==> src/rtl/iso_rx_pkg.sv <==
package iso_rx_pkg;
  localparam int REG_DW = 16;

  localparam logic [1:0] A_CTRL = 2'd0;
  localparam logic [1:0] A_TYPE = 2'd1;
  localparam logic [1:0] A_INTV = 2'd2;
  localparam logic [1:0] A_IEN  = 2'd3;

  localparam int B_RDY   = 0;
  localparam int B_ERR   = 2;
  localparam int B_REQ   = 5;
  localparam int B_AUTO  = 8;
  localparam int B_DMODE = 11;
  localparam int B_NYET  = 12;
  localparam int B_DMAEN = 13;
  localparam int B_SOFU  = 15;

  localparam logic [1:0] PROTO_ISO = 2'b01;
  localparam logic [1:0] SPEED_HS  = 2'b10;

  typedef struct packed {
    logic       dma_en;
    logic       nyet_dis;
    logic       dma_mode;
    logic       sof_unload;
    logic [1:0] auto_req;
  } ep_cfg_t;
endpackage

==> src/rtl/iso_rx_regs.sv <==
module iso_rx_regs
  import iso_rx_pkg::*;
#(
  parameter int INTV_W = 8,
  parameter int EP_W   = 4
) (
  input  logic              clk,
  input  logic              rst,
  input  logic              wr,
  input  logic [1:0]        addr,
  input  logic [REG_DW-1:0] wdata,
  input  logic              st_rdy,
  input  logic              st_err,
  input  logic              st_req,
  output ep_cfg_t           cfg,
  output logic [1:0]        speed,
  output logic [1:0]        proto,
  output logic [EP_W-1:0]   ep,
  output logic [INTV_W-1:0] intv,
  output logic              intv_wr,
  output logic              irq_en,
  output logic              req_set,
  output logic              rdy_clr,
  output logic              err_clr,
  output logic              ping,
  output logic [REG_DW-1:0] rdata
);
  logic              ctrl_wr;
  logic [REG_DW-1:0] rd_mux;

  assign ctrl_wr = wr && (addr == A_CTRL);
  assign intv_wr = wr && (addr == A_INTV);
  assign req_set = ctrl_wr && wdata[B_REQ];
  assign rdy_clr = ctrl_wr && !wdata[B_RDY];
  assign err_clr = ctrl_wr && wdata[B_ERR];

  always_comb begin
    rd_mux = '0;
    case (addr)
      A_CTRL: begin
        rd_mux[B_RDY]            = st_rdy;
        rd_mux[B_ERR]            = st_err;
        rd_mux[B_REQ]            = st_req;
        rd_mux[B_AUTO+1:B_AUTO]  = cfg.auto_req;
        rd_mux[B_DMODE]          = cfg.dma_mode;
        rd_mux[B_NYET]           = cfg.nyet_dis;
        rd_mux[B_DMAEN]          = cfg.dma_en;
        rd_mux[B_SOFU]           = cfg.sof_unload;
      end
      A_TYPE: begin
        rd_mux[7:6]      = speed;
        rd_mux[5:4]      = proto;
        rd_mux[EP_W-1:0] = ep;
      end
      A_INTV:  rd_mux[INTV_W-1:0] = intv;
      default: rd_mux[0] = irq_en;
    endcase
  end

  always_ff @(posedge clk) begin
    if (rst) begin
      cfg    <= '0;
      speed  <= '0;
      proto  <= '0;
      ep     <= '0;
      intv   <= '0;
      irq_en <= 1'b0;
      ping   <= 1'b0;
      rdata  <= '0;
    end else begin
      if (wr) begin
        case (addr)
          A_CTRL: begin
            cfg.auto_req   <= wdata[B_AUTO+1:B_AUTO];
            cfg.dma_mode   <= wdata[B_DMODE];
            cfg.nyet_dis   <= wdata[B_NYET];
            cfg.dma_en     <= wdata[B_DMAEN];
            cfg.sof_unload <= wdata[B_SOFU];
          end
          A_TYPE: begin
            speed <= wdata[7:6];
            proto <= wdata[5:4];
            ep    <= wdata[EP_W-1:0];
          end
          A_INTV:  intv   <= wdata[INTV_W-1:0];
          default: irq_en <= wdata[0];
        endcase
      end
      ping  <= (speed == SPEED_HS) && !cfg.nyet_dis;
      rdata <= rd_mux;
    end
  end
endmodule

==> src/rtl/iso_rx_slot.sv <==
module iso_rx_slot #(
  parameter int INTV_W = 8
) (
  input  logic              clk,
  input  logic              rst,
  input  logic              sof,
  input  logic [INTV_W-1:0] intv,
  input  logic              restart,
  input  logic              consume,
  output logic              slot_open
);
  logic [INTV_W-1:0] cnt;
  logic [INTV_W-1:0] last;
  logic              wrap;
  logic              open_n;

  assign last = (intv == '0) ? '0 : intv - 1'b1;
  assign wrap = sof && !restart && (cnt == last);

  always_comb begin
    open_n = consume ? 1'b0 : slot_open;
    if (wrap) open_n = 1'b1;
  end

  always_ff @(posedge clk) begin
    if (rst) begin
      cnt       <= '0;
      slot_open <= 1'b1;
    end else begin
      if (restart)  cnt <= '0;
      else if (sof) cnt <= wrap ? '0 : cnt + 1'b1;
      slot_open <= open_n;
    end
  end
endmodule

==> src/rtl/iso_rx_pkt.sv <==
module iso_rx_pkt
  import iso_rx_pkg::*;
(
  input  logic       clk,
  input  logic       rst,
  input  ep_cfg_t    cfg,
  input  logic [1:0] proto,
  input  logic       irq_en,
  input  logic       slot_open,
  input  logic       pkt_rx,
  input  logic       rx_err,
  input  logic       fifo_drained,
  input  logic       sof,
  input  logic       tok_ack,
  input  logic       req_set,
  input  logic       rdy_clr,
  input  logic       err_clr,
  output logic       pkt_ready,
  output logic       err_flag,
  output logic       req_pend,
  output logic       tok_req,
  output logic       tok_fire,
  output logic       dma_req,
  output logic       irq,
  output logic       unload_strb
);
  logic auto_hit;
  logic req_n, tok_n, rdy_n, err_n;
  logic strb_n, strobed, strobed_n;

  assign tok_fire = tok_req && tok_ack;
  assign auto_hit = pkt_rx && cfg.dma_en && cfg.auto_req[0];

  always_comb begin
    if (rx_err)                  req_n = 1'b0;
    else if (req_set || auto_hit) req_n = 1'b1;
    else if (tok_fire)           req_n = 1'b0;
    else                         req_n = req_pend;

    if (rx_err)       tok_n = 1'b0;
    else if (tok_req) tok_n = !tok_ack;
    else              tok_n = req_pend && !pkt_ready && slot_open && (proto == PROTO_ISO);

    if (pkt_rx)                       rdy_n = 1'b1;
    else if (fifo_drained || rdy_clr) rdy_n = 1'b0;
    else                              rdy_n = pkt_ready;

    if (rx_err)       err_n = 1'b1;
    else if (err_clr) err_n = 1'b0;
    else              err_n = err_flag;

    strb_n = !cfg.dma_en &&
             (cfg.sof_unload ? (sof && pkt_ready && !strobed) : pkt_rx);
    strobed_n = rdy_n && (strobed || strb_n);
  end

  always_ff @(posedge clk) begin
    if (rst) begin
      req_pend    <= 1'b0;
      tok_req     <= 1'b0;
      pkt_ready   <= 1'b0;
      err_flag    <= 1'b0;
      dma_req     <= 1'b0;
      irq         <= 1'b0;
      unload_strb <= 1'b0;
      strobed     <= 1'b0;
    end else begin
      req_pend    <= req_n;
      tok_req     <= tok_n;
      pkt_ready   <= rdy_n;
      err_flag    <= err_n;
      dma_req     <= pkt_ready && cfg.dma_en;
      irq         <= irq_en && (err_flag || (pkt_ready && !cfg.dma_en));
      unload_strb <= strb_n;
      strobed     <= strobed_n;
    end
  end
endmodule

==> src/rtl/iso_rx_ep_ctrl.sv <==
module iso_rx_ep_ctrl
  import iso_rx_pkg::*;
#(
  parameter int INTV_W = 8,
  parameter int EP_W   = 4
) (
  input  logic              clk,
  input  logic              rst,
  input  logic              reg_wr,
  input  logic [1:0]        reg_addr,
  input  logic [REG_DW-1:0] reg_wdata,
  output logic [REG_DW-1:0] reg_rdata,
  input  logic              sof_pulse,
  output logic              tok_req,
  input  logic              tok_ack,
  output logic [EP_W-1:0]   tok_ep,
  output logic [1:0]        tok_speed,
  output logic              tok_ping,
  input  logic              pkt_rx,
  input  logic              rx_err,
  input  logic              fifo_drained,
  output logic              dma_req,
  output logic              irq,
  output logic              unload_strb
);
  ep_cfg_t           cfg;
  logic [1:0]        proto;
  logic [INTV_W-1:0] intv;
  logic              intv_wr, irq_en, req_set, rdy_clr, err_clr;
  logic              pkt_ready, err_flag, req_pend, tok_fire, slot_open;
  logic              dma_en;

  assign dma_en = cfg.dma_en;

  iso_rx_regs #(.INTV_W(INTV_W), .EP_W(EP_W)) regs_i (
    .clk(clk), .rst(rst), .wr(reg_wr), .addr(reg_addr), .wdata(reg_wdata),
    .st_rdy(pkt_ready), .st_err(err_flag), .st_req(req_pend),
    .cfg(cfg), .speed(tok_speed), .proto(proto), .ep(tok_ep), .intv(intv),
    .intv_wr(intv_wr), .irq_en(irq_en), .req_set(req_set), .rdy_clr(rdy_clr),
    .err_clr(err_clr), .ping(tok_ping), .rdata(reg_rdata)
  );

  iso_rx_slot #(.INTV_W(INTV_W)) slot_i (
    .clk(clk), .rst(rst), .sof(sof_pulse), .intv(intv), .restart(intv_wr),
    .consume(tok_fire), .slot_open(slot_open)
  );

  iso_rx_pkt pkt_i (
    .clk(clk), .rst(rst), .cfg(cfg), .proto(proto), .irq_en(irq_en),
    .slot_open(slot_open), .pkt_rx(pkt_rx), .rx_err(rx_err),
    .fifo_drained(fifo_drained), .sof(sof_pulse), .tok_ack(tok_ack),
    .req_set(req_set), .rdy_clr(rdy_clr), .err_clr(err_clr),
    .pkt_ready(pkt_ready), .err_flag(err_flag), .req_pend(req_pend),
    .tok_req(tok_req), .tok_fire(tok_fire), .dma_req(dma_req), .irq(irq),
    .unload_strb(unload_strb)
  );
endmodule

==> config.mk <==
export PLATFORM = sky130hd
export DESIGN_NAME = iso_rx_ep_ctrl
export DESIGN_NICKNAME = d
export VERILOG_FILES = /design/src/rtl/iso_rx_pkg.sv /design/src/rtl/iso_rx_regs.sv /design/src/rtl/iso_rx_slot.sv /design/src/rtl/iso_rx_pkt.sv /design/src/rtl/iso_rx_ep_ctrl.sv
export SDC_FILE = /design/constraint.sdc
export NUM_CORES = 1
export LEC_CHECK = 0
export BUFFER_PORTS_ARGS = -buffer_cell sky130_fd_sc_hd__clkbuf_2
export CORE_MARGIN = 3
export CORE_UTILIZATION = 42
export DETAILED_ROUTE_END_ITERATION = 8
export PLACE_DENSITY = 0.63
export SLEW_MARGIN = 20
export SYNTH_ARGS = -nofsm -noshare
export SYNTH_HDL_FRONTEND = slang
export SYNTH_HIERARCHICAL = 1
export SYNTH_SLANG_ARGS = --single-unit
==> constraint.sdc <==
create_clock -name clk -period 2.15 [get_ports clk]
set_input_delay 0.215 -clock clk [delete_from_list [all_inputs] [get_ports clk]]
set_output_delay 0.215 -clock clk [all_outputs]
set_load 0.02 [all_outputs]
==> key figures, run 1 <==
Synth
  • Syn Std Cell Area: between 2000 and 3000 um^2
  • Mux contribution to synthesized area: 0
  • Post-Synth XOR/XNOR Area: 0.0370
  • Seq cells post-synth: 55
  • Synth area leader: dfxtp_1
  • Adder-cell area share of the yosys netlist: 0.0309
  • Compound-Gate Fraction of Synth Area: 0.258
  • Post-Synth Simple-Gate Area: 0.206
  • Synth warn: 6
  • Number of synthesized flops with an enable pin: 0
  • Post-synthesis cell count: ~290
  • Top-count cell post-synth: dfxtp_1
  • List of most frequent post-synthesis cells: dfxtp_1, nand3_1, a21bo_1, a21oi_2, nor2_1
  • Synth Area per Inst: around 10 um^2
  • Top FF cell, synth: dfxtp_1
  • Synth area leaders: dfxtp_1, a21bo_1, a21oi_2, nand3_1, ha_1
  • Asr flop ratio synth: 0
  • Largest family of logic cells by synthesized area: compound AO/OA/AOI/OAI gates
  • Count of cell types in the netlist: 52
  • Sequential-to-total area share from yosys stat: 0.388
  • Synth top area share: 0.388

Timing
  • Fmax: 485 MHz
  • WHS: about 0.12 ns
  • Min Tclk post-route: between 2 and 2.5 ns
  • Worst slew pin tran: between 0.5 and 0.6 ns
  • Final worst slack: around 0.090 ns
  • Final Max Tran Viols: 0
  • Slew headroom: 0.642
  • Tcrit/Tclk final: 0.958
  • Finish-stage setup viols: 0
  • Setup Skew: a little under 0.006 ns
  • Fin. Hold Viols: 0

Layout
  • Non-filler cells, final: 422
  • Area grow syn2layout: 16.9%
  • Utilization after layout: 0.514
  • Diodes inserted: 0
  • Share of layout cells above drive strength 1: 0.348
  • Final nets: 378

Placed design
  • Dpl cells: roughly 410
  • HPWL Detailed: 4480 um
  • Gpl congestion: slightly above 0.8
  • Pre-CTS setup slack: -0.0712 ns
  • IO Port Bufs: 48

Floorplanning
  • Placeable Area: ~6500 um^2
  • DIE HEIGHT: a little under 90 um
  • Starting density of the core: 0.439
  • Die Wd: about 90 um
  • Std cell rows: 29
  • Io pins: between 50 and 60
  • DIE AREA: 7780 um^2

Pwr
  • Final Power: 2.04 mW
  • VDD IR-drop max: 0.315 mV
  • PwrDens: between 600 and 700 nW/um^2
  • LEAKAGE: between 1 and 1.5 nW

Clock tree
  • Cts bufs inserted: 5
  • Clock Latency Late Sink: between 0.3 and 0.4 ns
  • CTS HTree Levels: 2
  • Clk root buf: clkbuf_8
  • Hold-fix buffers, CTS: 0
  • Clk buf depth: 2
  • Worst-path clk slew: around 0.1 ns
  • CTS tree: done
  • Sinks on Clock Net: 55

Detailed routing
  • Drt pass-1 iters: 4
  • Via count: 2238
  • Antenna-violating nets left: 0
  • DRC: 0
  • Via density per instance: between 5 and 6
  • Wire per inst: between 10 and 15 um
  • Drt initial violations: roughly 100
  • WL final: roughly 6100 um

Setup path
  • Critical path fanouts, max: 7
  • Crit Path Class: flip-flop to flip-flop
  • Max stage delay on crit path: 0.33 ns
  • WP data arrival: between 2 and 2.5 ns
  • Startpoint types: flip-flop
  • Most frequent CP cell: buf_4
  • CP max stage cell: dfxtp_2
  • Critical Path RT: approximately 2.4 ns
  • Crit. End Element: flip-flop
  • Critical-path cell list: inv_2 > ha_4 > nor4b_4 > buf_4 > buf_4 > nand2_1 > o32a_4 > o31ai_4 > buf_6 > nor2_1

Global routing
  • Gr usage total: 0.162
  • Largest net degree at the start of global routing: 50
  • Gr ovfl total: 0
  • Vias in the first global route: 2044
  • Initial antenna violation count: 0
  • First-pass GRT wire length: between 9000 and 10000 um

Flow run
  • Max-Cap Viols: 0

Outcome
  • Status: completed

Worst hold path
  • Hold Path Class: primary input to flip-flop
## logic make-up after synthesis
| kind of cell | count (synthesis) |
|---|---|
| other cells | 1 |
| buf+inv | 35 |
| simple gates | 97 |
| xor+xnor | 12 |
| fa+ha+maj | 7 |
| compound gates | 84 |
| flops | 55 |
## per-layer routing
metal / wire length [um] / part of all wire / vias up / GRT usage
met5: 0 / 0 / - / 0
met4: 23 / 0.0037 / 0 / 0.0453
met3: 173 / 0.028 / 3 / 0.0292
met2: 2900 / 0.47 / 34 / 0.254
met1: 3030 / 0.49 / 1058 / 0.228
li1: - / - / 1143 / -
## state kept, by name, indices dropped and copies added (netlist names)
| signal | count |
|---|---|
| regs_i/proto | 2 |
| regs_i/ep | 4 |
| regs_i/speed | 2 |
| pkt_i/irq | 1 |
| pkt_i/req_pend | 1 |
| pkt_i/pkt_ready | 1 |
| pkt_i/dma_req | 1 |
| slot_i/slot_open | 1 |
| regs_i/ping | 1 |
| regs_i/intv | 8 |
| pkt_i/tok_req | 1 |
| pkt_i/strobed | 1 |
| pkt_i/err_flag | 1 |
| regs_i/rdata | 14 |
| slot_i/cnt | 8 |
| pkt_i/unload_strb | 1 |
| regs_i/irq_en | 1 |
| regs_i/cfg | 6 |
## layout by cell type (no fill, tap or decap), types with 13 or more instances in the layout
cell,count
a21oi_2,23
buf_4,17
nor2_1,21
a21bo_1,23
dfxtp_1,53
clkbuf_2,48
inv_1,13
nand3_1,28
## worst paths after layout
path / from / endpoint / slack (ns) / cells after the start
worst max-delay path: regs_i/intv[1] / slot_i/cnt[6] / 0.09 / 10
worst min-delay path: rx_err / pkt_i/req_pend / 0.12 / 2
worst max register to register: regs_i/intv[1] / slot_i/cnt[6] / 0.09 / 10
worst min register to register: regs_i/cfg[4] / regs_i/ping / 0.47 / 1
## final cells by class
type                            instances  area, um^2
Clock inverter                          1        8.76
Tap cell                               77        96.3
Timing Repair Buffer                   66         379
Multi-Input combinational cell        202        1590
Sequential cell                        55        1100
Inverter                               15        56.3
Fill cell                             608        3140
Clock buffer                            6        82.6
## where the power goes
part           leakage, nW  total [mW]  switching, mW  internal (mW)
Clock               0.0477       0.599          0.339          0.260
Combinational        0.816       0.362          0.194          0.168
Sequential           0.447        1.07         0.0290           1.05
Total                 1.31        2.04          0.561           1.47
## worst max-delay path, delay by kind of cell, from the launching register on
| kind | cells | cell delay (ns) |
|---|---|---|
| AND/OR/NAND/NOR | 3 | 0.38 |
| AO/OA/AOI/OAI | 2 | 0.58 |
| adder cells (fa/ha/maj) | 1 | 0.16 |
| flip-flops | 1 | 0.33 |
| buffers and inverters | 4 | 0.51 |
## repair_timing
| action | in CTS | in global routing |
|---|---|---|
| resized for setup | 4 | 13 |
| buffers inserted | 1 | 2 |
| endpoints found under the hold margin | 0 | 0 |
| pin swaps | 4 | 3 |
| endpoints found under the setup margin | 7 | 9 |
## stage by stage
step / setup TNS (ns) / instance area [um^2]
2_1_floorplan: 0 / 2840
3_3_place_gp: -0.373 / 3130
3_5_place_dp: -0.446 / 3130
4_1_cts: 0 / 3250
5_1_grt: -0.136 / 3320
6_report: 0 / 3320
No activity file was read; power rests on OpenSTA's default activity.
==> inputs of run 2 (changes only) <==
--- a/config.mk
+++ b/config.mk
@@ -6,7 +6,6 @@
 export NUM_CORES = 1
 export LEC_CHECK = 0
 export BUFFER_PORTS_ARGS = -buffer_cell sky130_fd_sc_hd__clkbuf_2
-export CORE_MARGIN = 3
 export CORE_UTILIZATION = 42
 export DETAILED_ROUTE_END_ITERATION = 8
 export PLACE_DENSITY = 0.63
@@ -15,3 +14,4 @@
 export SYNTH_HDL_FRONTEND = slang
 export SYNTH_HIERARCHICAL = 1
 export SYNTH_SLANG_ARGS = --single-unit
+export TNS_END_PERCENT = 5
==> key figures, run 2 (synthesized netlist as in run 1, its figures left out) <==
Setup path
  • Critical path fanouts, max: 9
  • Crit. End Element: flip-flop
  • CP max stage cell: or4b_1
  • WP data arrival: 2.28 ns
  • Crit Path Class: flip-flop to flip-flop
  • Startpoint types: flip-flop
  • Critical-path cell list: or4b_1 > o2bb2ai_1 > a21oi_1 > o32a_2 > o31ai_4 > buf_6 > nor2_1
  • Max stage delay on crit path: about 0.61 ns
  • Critical Path RT: ~2.4 ns

Detailed routing
  • Drt initial violations: 88
  • Wire per inst: roughly 14 um
  • Via count: 2257
  • Drt pass-1 iters: 7
  • WL final: between 6000 and 7000 um
  • DRC: 2
  • Via density per instance: 5.36
  • Antenna-violating nets left: 0

Clock tree
  • CTS tree: done
  • Sinks on Clock Net: between 50 and 60
  • CTS HTree Levels: 2
  • Clk root buf: clkbuf_8
  • Cts bufs inserted: 5
  • Hold-fix buffers, CTS: 0
  • Clk buf depth: 2
  • Worst-path clk slew: approximately 0.09 ns
  • Clock Latency Late Sink: roughly 0.30 ns

Placed design
  • Pre-CTS setup slack: -0.0459 ns
  • HPWL Detailed: around 4300 um
  • Gpl congestion: between 0.7 and 0.8
  • IO Port Bufs: 48

Pwr
  • LEAKAGE: roughly 1.3 nW
  • Internal power: approximately 1.5 mW
  • Net Sw Frac: 0.257
  • Combinational fraction of design power: 0.168
  • Clock share of power: 0.316
  • VDD IR-drop max: between 0.2 and 0.3 mV
  • Seq pwr share: 0.516
  • PwrDens: between 600 and 700 nW/um^2
  • Sw power: about 0.53 mW

Global routing
  • Gr ovfl total: 0
  • Initial antenna violation count: 0
  • Vias in the first global route: approximately 2100
  • First-pass GRT wire length: 9920 um
  • Gr usage total: 0.172
  • Largest net degree at the start of global routing: 50

Timing
  • Fmax: just under 500 MHz
  • Min Tclk post-route: 2.07 ns
  • Setup Skew: between 0.004 and 0.005 ns
  • Worst slew pin tran: between 0.6 and 0.7 ns
  • Final Max Tran Viols: 0
  • Finish-stage setup viols: 0
  • Fin. Hold Viols: 0
  • Tcrit/Tclk final: 0.965
  • RSZ-0062 raised after global routing: yes
  • Final worst slack: ~0.076 ns
  • Slew headroom: 0.560

Layout
  • Area of the multi-input gates: roughly 1600 um^2
  • Register area: roughly 1100 um^2
  • Share of layout cells above drive strength 1: 0.340
  • Max FFs per register: 14
  • Utilization after layout: 0.514
  • Filler cells: ~610
  • Commonest non-fill, non-tap cell in the layout: dfxtp_1
  • Most frequent cells in the layout: dfxtp_1, clkbuf_2, nand3_1, a21bo_1, a21oi_2
  • Register with the most flip-flops: regs_i/rdata
  • Area grow syn2layout: 16.3%
  • Regs by FF count: regs_i/rdata (14), regs_i/intv (8), slot_i/cnt (8)
  • Final nets: around 380
  • Diodes inserted: 0

Outcome
  • Failing checks: DRC
  • Status: finished, violations left

Floorplanning
  • Io pins: 53
  • DIE HEIGHT: between 80 and 90 um
  • Starting density of the core: 0.442
  • Die Wd: ~84 um
  • Std cell rows: 29
  • Placeable Area: 6420 um^2
  • DIE AREA: a little over 7000 um^2

Flow run
  • Max-Cap Viols: 0

Worst hold path
  • Hold Path Class: primary input to flip-flop
## run 2: power by group through the flow
| stage | registers [mW] | clock network [mW] | logic, mW |
|---|---|---|---|
| 6_report | 1.07 | 0.658 | 0.349 |
| 5_1_grt | 1.08 | 0.713 | 0.382 |
| 3_3_place_gp | 1.10 | 0 | 0.316 |
| 2_1_floorplan | 1.10 | 0 | 0.239 |
| 3_5_place_dp | 1.10 | 0 | 0.319 |
| 4_1_cts | 1.07 | 0.679 | 0.331 |
## run 2: layout make-up
| cell class | instances | share of cell area |
|---|---|---|
| inverter | 15 | 0.0171 |
| timing repair buffer | 65 | 0.113 |
| clock buffer | 6 | 0.0220 |
| sequential | 55 | 0.334 |
| tap | 77 | 0.0292 |
| clock inverter | 1 | 0.00910 |
| multi-input combinational | 202 | 0.476 |
## run 2: path summary, 6_finish.rpt
check | start | end | cells past startpoint | slack, ns
worst min-delay path | rx_err | pkt_i/req_pend | 2 | 0.14
worst max-delay path | regs_i/intv[2] | slot_i/cnt[4] | 7 | 0.08
worst min register to register | regs_i/cfg[4] | regs_i/ping | 1 | 0.46
worst max register to register | regs_i/intv[2] | slot_i/cnt[4] | 7 | 0.08
## run 2: what timing repair did
action                                  in CTS  in global routing
gates resized for setup                      3                 12
setup buffers                                1                  3
pin swaps                                    5                  6
endpoints found under the hold margin        0                  0
endpoints found under the setup margin       7                  9
## run 2: stage by stage
step	instance area, um^2	instances	setup TNS, ns	hold WS (ns)	total power [mW]
after floorplan	2840	292	0	0.293	1.34
after global placement	3110	410	-0.0982	0.437	1.41
after detailed placement	3110	410	-0.231	0.450	1.42
after CTS	3240	418	0	0.130	2.08
after global routing	3300	421	-0.562	0.128	2.17
final	3300	421	0	0.140	2.08
## run 2: per-layer routing
| layer | global-route usage | part of all wire | wire [um] |
|---|---|---|---|
| met5 | 0 | 0 | 0 |
| met4 | 0.0376 | 0.0087 | 52 |
| met3 | 0.0334 | 0.047 | 280 |
| met2 | 0.279 | 0.47 | 2790 |
| met1 | 0.238 | 0.48 | 2880 |
## run 2: worst max-delay path, delay by kind of cell (launching register included)
kind | cells | cell delay (ns)
AO/OA/AOI/OAI | 4 | 0.72
buffers and inverters | 1 | 0.16
flip-flops | 1 | 0.44
AND/OR/NAND/NOR | 2 | 0.66
